[src/rtl/vic_pkg.sv]
`timescale 1ns/1ps
package vic_pkg;
  localparam int ADDR_W = 5;

  // word offsets of the register map
  localparam logic [ADDR_W-1:0] W_CTRL     = 5'd0;
  localparam logic [ADDR_W-1:0] W_MASK     = 5'd1;
  localparam logic [ADDR_W-1:0] W_ENNUM    = 5'd2;
  localparam logic [ADDR_W-1:0] W_DISNUM   = 5'd3;
  localparam logic [ADDR_W-1:0] W_EN_HI    = 5'd4;
  localparam logic [ADDR_W-1:0] W_EN_LO    = 5'd5;
  localparam logic [ADDR_W-1:0] W_TYPE_HI  = 5'd6;
  localparam logic [ADDR_W-1:0] W_TYPE_LO  = 5'd7;
  localparam logic [ADDR_W-1:0] W_PRIO_LO  = 5'd8;
  localparam logic [ADDR_W-1:0] W_PRIO_HI  = 5'd15;
  localparam logic [ADDR_W-1:0] W_NVEC     = 5'd16;
  localparam logic [ADDR_W-1:0] W_FVEC     = 5'd17;
  localparam logic [ADDR_W-1:0] W_SRC_HI   = 5'd18;
  localparam logic [ADDR_W-1:0] W_SRC_LO   = 5'd19;
  localparam logic [ADDR_W-1:0] W_FORCE_HI = 5'd20;
  localparam logic [ADDR_W-1:0] W_FORCE_LO = 5'd21;
  localparam logic [ADDR_W-1:0] W_NPEND_HI = 5'd22;
  localparam logic [ADDR_W-1:0] W_NPEND_LO = 5'd23;
  localparam logic [ADDR_W-1:0] W_FPEND_HI = 5'd24;
  localparam logic [ADDR_W-1:0] W_FPEND_LO = 5'd25;

  localparam logic [31:0] CTRL_KEEP = 32'h017C_0000;
  localparam logic [31:0] NO_WINNER = 32'hFFFF_FFFF;
endpackage

[src/rtl/vic_prio_store.sv]
`timescale 1ns/1ps
module vic_prio_store #(
  parameter int NUM_SRC = 64,
  parameter int PRIO_W  = 4,
  parameter int DATA_W  = 32
) (
  input  logic                        clk,
  input  logic                        rst,
  input  logic                        wr_en_i,
  input  logic [$clog2(NUM_SRC/(DATA_W/PRIO_W))-1:0] sel_i,
  input  logic [DATA_W-1:0]           wdata_i,
  output logic [DATA_W-1:0]           rd_data_o,
  output logic [NUM_SRC*PRIO_W-1:0]   prio_flat_o
);
  localparam int PER_WORD   = DATA_W / PRIO_W;
  localparam int PRIO_WORDS = NUM_SRC / PER_WORD;

  logic [DATA_W-1:0] words_q [PRIO_WORDS];

  always_ff @(posedge clk) begin
    if (rst) begin
      for (int k = 0; k < PRIO_WORDS; k++) words_q[k] <= '0;
    end else if (wr_en_i) begin
      words_q[sel_i] <= wdata_i;
    end
  end

  assign rd_data_o = words_q[sel_i];

  // word k carries sources PER_WORD*k .. PER_WORD*k+PER_WORD-1
  for (genvar k = 0; k < PRIO_WORDS; k++) begin : g_flat
    assign prio_flat_o[k*DATA_W +: DATA_W] = words_q[k];
  end
endmodule

[src/rtl/vic_arbiter.sv]
`timescale 1ns/1ps
module vic_arbiter #(
  parameter int NUM_SRC = 64,
  parameter int PRIO_W  = 4
) (
  input  logic                        clk,
  input  logic                        rst,
  input  logic [NUM_SRC-1:0]          norm_flags_i,
  input  logic [NUM_SRC-1:0]          fast_flags_i,
  input  logic [NUM_SRC*PRIO_W-1:0]   prio_flat_i,
  output logic                        n_valid_o,
  output logic [$clog2(NUM_SRC)-1:0]  n_idx_o,
  output logic [PRIO_W-1:0]           n_prio_o,
  output logic                        f_valid_o,
  output logic [$clog2(NUM_SRC)-1:0]  f_idx_o
);
  localparam int SRC_IDX_W = $clog2(NUM_SRC);

  // normal: highest priority, ties resolved toward the higher number
  always_comb begin
    n_valid_o = 1'b0;
    n_idx_o   = '0;
    n_prio_o  = '0;
    for (int i = 0; i < NUM_SRC; i++) begin
      if (norm_flags_i[i] &&
          (!n_valid_o || prio_flat_i[i*PRIO_W +: PRIO_W] >= n_prio_o)) begin
        n_valid_o = 1'b1;
        n_idx_o   = SRC_IDX_W'(i);
        n_prio_o  = prio_flat_i[i*PRIO_W +: PRIO_W];
      end
    end
  end

  // fast: lowest numbered candidate
  always_comb begin
    f_valid_o = |fast_flags_i;
    f_idx_o   = '0;
    for (int i = NUM_SRC - 1; i >= 0; i--) begin
      if (fast_flags_i[i]) f_idx_o = SRC_IDX_W'(i);
    end
  end

  logic [NUM_SRC-1:0] below_fast;
  assign below_fast = (NUM_SRC'(1) << f_idx_o) - NUM_SRC'(1);

  // the reported normal winner is itself a candidate
  a_r9_winner_is_candidate: assert property (@(posedge clk) disable iff (rst)
    n_valid_o |-> norm_flags_i[n_idx_o])
    else $error("normal winner is not a candidate");

  // fast winner is a candidate with no lower-numbered candidate
  a_r10_fast_lowest: assert property (@(posedge clk) disable iff (rst)
    f_valid_o |-> (fast_flags_i[f_idx_o] && ((fast_flags_i & below_fast) == '0)))
    else $error("fast winner is not the lowest candidate");
endmodule

[src/rtl/vic_req_gen.sv]
`timescale 1ns/1ps
module vic_req_gen #(
  parameter int NUM_SRC = 64,
  parameter int PRIO_W  = 4,
  parameter int MASK_W  = 5
) (
  input  logic [NUM_SRC-1:0]        norm_flags_i,
  input  logic [NUM_SRC-1:0]        fast_flags_i,
  input  logic [NUM_SRC*PRIO_W-1:0] prio_flat_i,
  input  logic [MASK_W-1:0]         mask_i,
  output logic                      irq_normal_o,
  output logic                      irq_fast_o
);
  logic [NUM_SRC-1:0] above;

  for (genvar i = 0; i < NUM_SRC; i++) begin : g_cmp
    assign above[i] = norm_flags_i[i] &&
                      (MASK_W'(prio_flat_i[i*PRIO_W +: PRIO_W]) > mask_i);
  end

  // an all-ones mask bypasses the threshold
  assign irq_normal_o = (&mask_i) ? (|norm_flags_i) : (|above);
  assign irq_fast_o   = |fast_flags_i;
endmodule

[src/rtl/vic_regblock.sv]
`timescale 1ns/1ps
module vic_regblock
  import vic_pkg::*;
#(
  parameter int NUM_SRC = 64,
  parameter int DATA_W  = 32,
  parameter int PRIO_W  = 4,
  parameter int MASK_W  = 5
) (
  input  logic               clk,
  input  logic               rst,
  input  logic [NUM_SRC-1:0] src_i,
  input  logic               wr_en_i,
  input  logic               rd_en_i,
  input  logic [ADDR_W-1:0]  addr_i,
  input  logic [DATA_W-1:0]  wdata_i,
  output logic [DATA_W-1:0]  rdata_o,
  output logic               irq_normal_o,
  output logic               irq_fast_o
);
  localparam int SRC_IDX_W   = $clog2(NUM_SRC);
  localparam int HALF        = NUM_SRC / 2;
  localparam int PER_WORD    = DATA_W / PRIO_W;
  localparam int PRIO_WORDS  = NUM_SRC / PER_WORD;
  localparam int PWORD_IDX_W = $clog2(PRIO_WORDS);
  localparam int FIELD_W     = DATA_W / 2;

  logic [NUM_SRC-1:0] pend_q, en_q, fast_q, src_q;
  logic [NUM_SRC-1:0] pend_d, en_d, fast_d, ack_clr;
  logic [NUM_SRC-1:0] live, norm_flags, fast_flags;
  logic [DATA_W-1:0]  ctrl_q;
  logic [MASK_W-1:0]  mask_q;
  logic [NUM_SRC*PRIO_W-1:0] prio_flat;
  logic                 n_valid, f_valid;
  logic [SRC_IDX_W-1:0] n_idx, f_idx;
  logic [PRIO_W-1:0]    n_prio;
  logic                   wr_prio;
  logic [PWORD_IDX_W-1:0] prio_sel;
  logic [DATA_W-1:0]      prio_rd, rd_mux;

  assign live       = pend_q & en_q;
  assign norm_flags = live & ~fast_q;
  assign fast_flags = live & fast_q;

  assign wr_prio  = wr_en_i && (addr_i >= W_PRIO_LO) && (addr_i <= W_PRIO_HI);
  assign prio_sel = PWORD_IDX_W'(W_PRIO_HI - addr_i);

  vic_prio_store #(.NUM_SRC(NUM_SRC), .PRIO_W(PRIO_W), .DATA_W(DATA_W)) u_prio (
    .clk         (clk),
    .rst         (rst),
    .wr_en_i     (wr_prio),
    .sel_i       (prio_sel),
    .wdata_i     (wdata_i),
    .rd_data_o   (prio_rd),
    .prio_flat_o (prio_flat)
  );

  vic_arbiter #(.NUM_SRC(NUM_SRC), .PRIO_W(PRIO_W)) u_arb (
    .clk          (clk),
    .rst          (rst),
    .norm_flags_i (norm_flags),
    .fast_flags_i (fast_flags),
    .prio_flat_i  (prio_flat),
    .n_valid_o    (n_valid),
    .n_idx_o      (n_idx),
    .n_prio_o     (n_prio),
    .f_valid_o    (f_valid),
    .f_idx_o      (f_idx)
  );

  vic_req_gen #(.NUM_SRC(NUM_SRC), .PRIO_W(PRIO_W), .MASK_W(MASK_W)) u_req (
    .norm_flags_i (norm_flags),
    .fast_flags_i (fast_flags),
    .prio_flat_i  (prio_flat),
    .mask_i       (mask_q),
    .irq_normal_o (irq_normal_o),
    .irq_fast_o   (irq_fast_o)
  );

  // acknowledge: a vector read clears its winner
  always_comb begin
    ack_clr = '0;
    if (rd_en_i && addr_i == W_NVEC && n_valid) ack_clr[n_idx] = 1'b1;
    if (rd_en_i && addr_i == W_FVEC && f_valid) ack_clr[f_idx] = 1'b1;
  end

  // pending: set by high level, cleared by falling level or acknowledge,
  // overwritten by a force write
  always_comb begin
    pend_d = (src_i | (pend_q & ~src_q)) & ~ack_clr;
    if (wr_en_i && addr_i == W_FORCE_HI) pend_d[NUM_SRC-1:HALF] = wdata_i;
    if (wr_en_i && addr_i == W_FORCE_LO) pend_d[HALF-1:0]       = wdata_i;
  end

  always_comb begin
    en_d = en_q;
    if (wr_en_i) begin
      case (addr_i)
        W_ENNUM:  en_d[wdata_i[SRC_IDX_W-1:0]] = 1'b1;
        W_DISNUM: en_d[wdata_i[SRC_IDX_W-1:0]] = 1'b0;
        W_EN_HI:  en_d[NUM_SRC-1:HALF] = wdata_i;
        W_EN_LO:  en_d[HALF-1:0]       = wdata_i;
        default:  en_d = en_q;
      endcase
    end
  end

  always_comb begin
    fast_d = fast_q;
    if (wr_en_i && addr_i == W_TYPE_HI) fast_d[NUM_SRC-1:HALF] = wdata_i;
    if (wr_en_i && addr_i == W_TYPE_LO) fast_d[HALF-1:0]       = wdata_i;
  end

  always_comb begin
    case (addr_i)
      W_CTRL:     rd_mux = ctrl_q;
      W_MASK:     rd_mux = DATA_W'(mask_q);
      W_EN_HI:    rd_mux = en_q[NUM_SRC-1:HALF];
      W_EN_LO:    rd_mux = en_q[HALF-1:0];
      W_TYPE_HI:  rd_mux = fast_q[NUM_SRC-1:HALF];
      W_TYPE_LO:  rd_mux = fast_q[HALF-1:0];
      W_NVEC:     rd_mux = n_valid ? {FIELD_W'(n_idx), FIELD_W'(n_prio)} : NO_WINNER;
      W_FVEC:     rd_mux = f_valid ? DATA_W'(f_idx) : NO_WINNER;
      W_SRC_HI:   rd_mux = pend_q[NUM_SRC-1:HALF];
      W_SRC_LO:   rd_mux = pend_q[HALF-1:0];
      W_NPEND_HI: rd_mux = norm_flags[NUM_SRC-1:HALF];
      W_NPEND_LO: rd_mux = norm_flags[HALF-1:0];
      W_FPEND_HI: rd_mux = fast_flags[NUM_SRC-1:HALF];
      W_FPEND_LO: rd_mux = fast_flags[HALF-1:0];
      default:    rd_mux = wr_prio_range(addr_i) ? prio_rd : '0;
    endcase
  end

  function automatic logic wr_prio_range(input logic [ADDR_W-1:0] a);
    return (a >= W_PRIO_LO) && (a <= W_PRIO_HI);
  endfunction

  always_ff @(posedge clk) begin
    if (rst) begin
      pend_q  <= '0;
      en_q    <= '0;
      fast_q  <= '0;
      src_q   <= '0;
      ctrl_q  <= '0;
      mask_q  <= '1;
      rdata_o <= '0;
    end else begin
      pend_q <= pend_d;
      en_q   <= en_d;
      fast_q <= fast_d;
      src_q  <= src_i;
      if (wr_en_i && addr_i == W_CTRL) ctrl_q <= wdata_i & CTRL_KEEP;
      if (wr_en_i && addr_i == W_MASK) mask_q <= wdata_i[MASK_W-1:0];
      if (rd_en_i) rdata_o <= rd_mux;
    end
  end

  // state left by reset
  a_r1_reset_state: assert property (@(posedge clk)
    $past(rst) |-> (mask_q == '1 && pend_q == '0 && en_q == '0 && fast_q == '0))
    else $error("reset state wrong");

  // enable by number sets the addressed bit
  a_r2_enable_by_number: assert property (@(posedge clk) disable iff (rst)
    (wr_en_i && addr_i == W_ENNUM) |=> en_q[$past(wdata_i[SRC_IDX_W-1:0])])
    else $error("enable by number failed");

  // number registers read as zero
  a_r2_number_regs_zero: assert property (@(posedge clk) disable iff (rst)
    (rd_en_i && (addr_i == W_ENNUM || addr_i == W_DISNUM)) |=> (rdata_o == '0))
    else $error("number register read not zero");

  // disable by number clears the addressed bit
  a_r3_disable_by_number: assert property (@(posedge clk) disable iff (rst)
    (wr_en_i && addr_i == W_DISNUM) |=> !en_q[$past(wdata_i[SRC_IDX_W-1:0])])
    else $error("disable by number failed");

  // normal vector read acknowledges its winner
  a_r9_ack_clears: assert property (@(posedge clk) disable iff (rst)
    (rd_en_i && !wr_en_i && addr_i == W_NVEC && n_valid) |=> !pend_q[$past(n_idx)])
    else $error("normal acknowledge did not clear");

  // fast vector read acknowledges its winner
  a_r10_ack_clears: assert property (@(posedge clk) disable iff (rst)
    (rd_en_i && !wr_en_i && addr_i == W_FVEC && f_valid) |=> !pend_q[$past(f_idx)])
    else $error("fast acknowledge did not clear");
endmodule

[config.mk]
export PLATFORM = sky130hd
export DESIGN_NAME = vic_regblock
export DESIGN_NICKNAME = d
export VERILOG_FILES = /design/src/rtl/vic_pkg.sv /design/src/rtl/vic_prio_store.sv /design/src/rtl/vic_arbiter.sv /design/src/rtl/vic_req_gen.sv /design/src/rtl/vic_regblock.sv
export SDC_FILE = /design/constraint.sdc
export NUM_CORES = 2
export LEC_CHECK = 0
export ABC_AREA = 1
export BUFFER_PORTS_ARGS = -buffer_cell sky130_fd_sc_hd__buf_2
export CAP_MARGIN = 20
export CORE_ASPECT_RATIO = 1.4
export CORE_MARGIN = 4
export CORE_UTILIZATION = 40
export CTS_CLUSTER_DIAMETER = 80
export DETAILED_ROUTE_END_ITERATION = 8
export PLACE_DENSITY_LB_ADDON = 0.05
export SETUP_SLACK_MARGIN = 0.15
export SYNTH_ARGS = -nofsm -noshare
export SYNTH_HDL_FRONTEND = slang
export SYNTH_SLANG_ARGS = --single-unit
[constraint.sdc]
create_clock -name clk -period 77.5 [get_ports clk]
set_clock_uncertainty 0.15 [all_clocks]
set_input_delay 15.5 -clock clk [delete_from_list [all_inputs] [get_ports clk]]
set_output_delay 15.5 -clock clk [all_outputs]
set_load 0.01 [all_outputs]
==> run summary <==
post-synth top area cell = edfxtp_1
drt pass-1 iters = 8
non-filler cells, final = 7691
Synth top cells by count = 899 x nand2_1, 789 x o21ai_0, 752 x inv_1, 521 x nor2_1, 453 x ha_1
post-route ant nets = 0
async set-reset flop share out of synthesis = 0%
starting density of the core = 40.3%
Most common cell on crit path = nand2_1
Tot Pwr = 987 uW
Area growth syn-to-layout = 15.6%
Longest Clk Path Bufs = 3
routed length per placed instance = 30.4 um
actual slew at the worst max-slew pin = 1.41 ns
vias in the first global route = 44100
Netlist cell types = 74
Reg2Reg Depth = 613
HP Class = reg2reg
Finished Cell Area = 49800 um^2
initial drt markers = 4843
mapped cell area = 43100 um^2
Root Buffer = clkbuf_16
DR WL met2 = 104000 um
vias = 46300
Synth Flop Type = dfxtp_1
core area = 107000 um^2
register area share after synthesis = 31.7%
die height = 396 um
final slew viol count = 0
critical path startpoint category = register
count of input and output buffers = 138
Syn. warnings = 0
residual DRC count = 0
Max Cap Violations = 0
outcome = finished clean
row cnt = 142
fillers = 11000
period utilization = 92.4%
Inserted Clock Buffers = 67
met1 WL = 83800 um
nets = 6754
Worst EP required = 61.85 ns
slowest stage cell, crit path = o21ai_0
Placed Cells = 7522
cts hold-fix bufs = 0
largest net degree at the start of global routing = 80
#FFs+latches synth = 555
minimum clock period = 71.59 ns
dominant cells by area after synthesis = edfxtp_1 18%, dfxtp_1 14%, ha_1 13%
clk_lat worst skew = 0.67 ns
syn_nets = 6484
placed cell area = 46500 um^2
Detailed Route WL = 234000 um
Post-synth EDFFs = 256
CP Data Arrival Time = 55.94 ns
Critical Setup Path Class = reg2out
GRT Resource Usage Total = 39.9%
Final TNS setup = 0 ns
Num Clock Sinks = 555
pre-CTS setup slack = -0.129 ns
GR Overflow Total = 0
Max Used Layer = met5
maximum vdd drop = 18.3 uV
most frequent cell after synthesis = nand2_1
Die X = 285 um
endpoints failing setup = 0
first-pass GRT wire length = 324000 um
Peak Freq = 14.0 MHz
post-DP HPWL = 180000 um
Pwr Density = 19.8 nW/um^2
full die area = 113000 um^2
vias per cell = 6.02
CP Capture Type = output pin
Final Hold Vio Count = 0
htree depth = 3
clk slew on worst S/H paths = 0.06 ns
worst hold path cell count = 2
crit-path max FO = 10
GPL Wtd Cong = 1.06
Max stage delay on crit path = 0.33 ns
Post-Synthesis Cells = 5926
met3 routed WL = 19200 um
Top Family by Delay on Critical Path = simple AND/OR/NAND/NOR gates
Synth Area per Inst = 7.27 um^2
# IOs = 139
Slew HR = 5.18%
initial antenna violation count = 12
critical path depth in cells = 492
layout cells sized above 1 = 15.6%
Synth top area share = 17.8%
CTS tree = built
Leak Pwr = 0.0227 uW
Critical path buffers and inverters = 67
final worst slack = 5.91 ns
where the power goes:
part           switching [uW]  internal, uW  leakage, uW  total, uW
Clock                     146           193      0.00109        338
Sequential               18.0           321      0.00489        339
Combinational             207           102       0.0167        310
Total                     371           616       0.0227        987
routing by layer:
| metal | vias to the layer above | global-route usage, % |
|---|---|---|
| li1 | 21200 | - |
| met1 | 21900 | 44.6 |
| met2 | 2347 | 64.7 |
| met3 | 833 | 7.46 |
| met4 | 2 | 35.7 |
| met5 | - | 0 |
cell families (layout without fill, tap and decap cells):
group / Yosys count / after routing / share of synthesized area, %
simple gates: 2221 / 2226 / 23.7
flops: 555 / 555 / 31.7
fa+ha+maj: 453 / 453 / 13.2
compound gates: 1670 / 1670 / 21.9
other cells: 0 / 6 / 0
buf+inv: 1027 / 1341 / 9.45
stage by stage:
| stage | hold slack, ns | utilization [%] |
|---|---|---|
| floorplan | 0.303 | - |
| global placement | 0.313 | 43.4 |
| detailed placement | 0.317 | 43.4 |
| CTS | 0.334 | 45.6 |
| global route | 0.363 | 46.6 |
| finish | 0.332 | 46.6 |
final cells by class:
type | instances | area, um^2 | area share [%]
antenna | 6 | 15.0 | 0.0301
clock buffer | 82 | 1790 | 3.60
clock inverter | 36 | 432 | 0.867
inverter | 814 | 3090 | 6.21
multi-input combinational | 4349 | 26200 | 52.6
sequential | 555 | 13700 | 27.5
tap | 1440 | 1800 | 3.62
timing repair buffer | 409 | 2780 | 5.57
cell usage in the layout (no fill, tap or decap), types with 183 or more instances in the layout:
master,instances
nand2_1,875
ha_1,451
inv_1,741
buf_4,267
edfxtp_1,256
nor2_1,512
a21oi_1,415
o22ai_1,183
dfxtp_1,296
nand3_1,301
o21ai_0,633
registers in the layout (all words and copies together), names as in the netlist:
register and cells:
fast_q 64, src_q 64, mask_q 5, u_prio.words_q 256
en_q 64, pend_q 64, ctrl_q 6, rdata_o 32
worst register-to-register path: cells and delay by family, from the launching register on:
kind,cells,cell delay (ns)
compound gates,169,20.82
flops,1,0.32
simple gates,300,24.09
buf+inv,81,7.08
fa+ha+maj,63,17.09
final timing paths:
path | from | end | slack, ns
max | fast_q[0] | irq_normal_o | 5.91
min | rdata_o[21] | rdata_o[21] | 0.33
max reg2reg | fast_q[0] | pend_q[6] | 7.75
min reg2reg | rdata_o[21] | rdata_o[21] | 0.33
timing repair:
action / in CTS / in global routing
setup endpoints to repair: 9 / 75
pin swaps: 1 / 69
buffers inserted: 1 / 38
cloned: 0 / 5
gates resized for setup: 13 / 318
(Power assumes the default switching activity.)
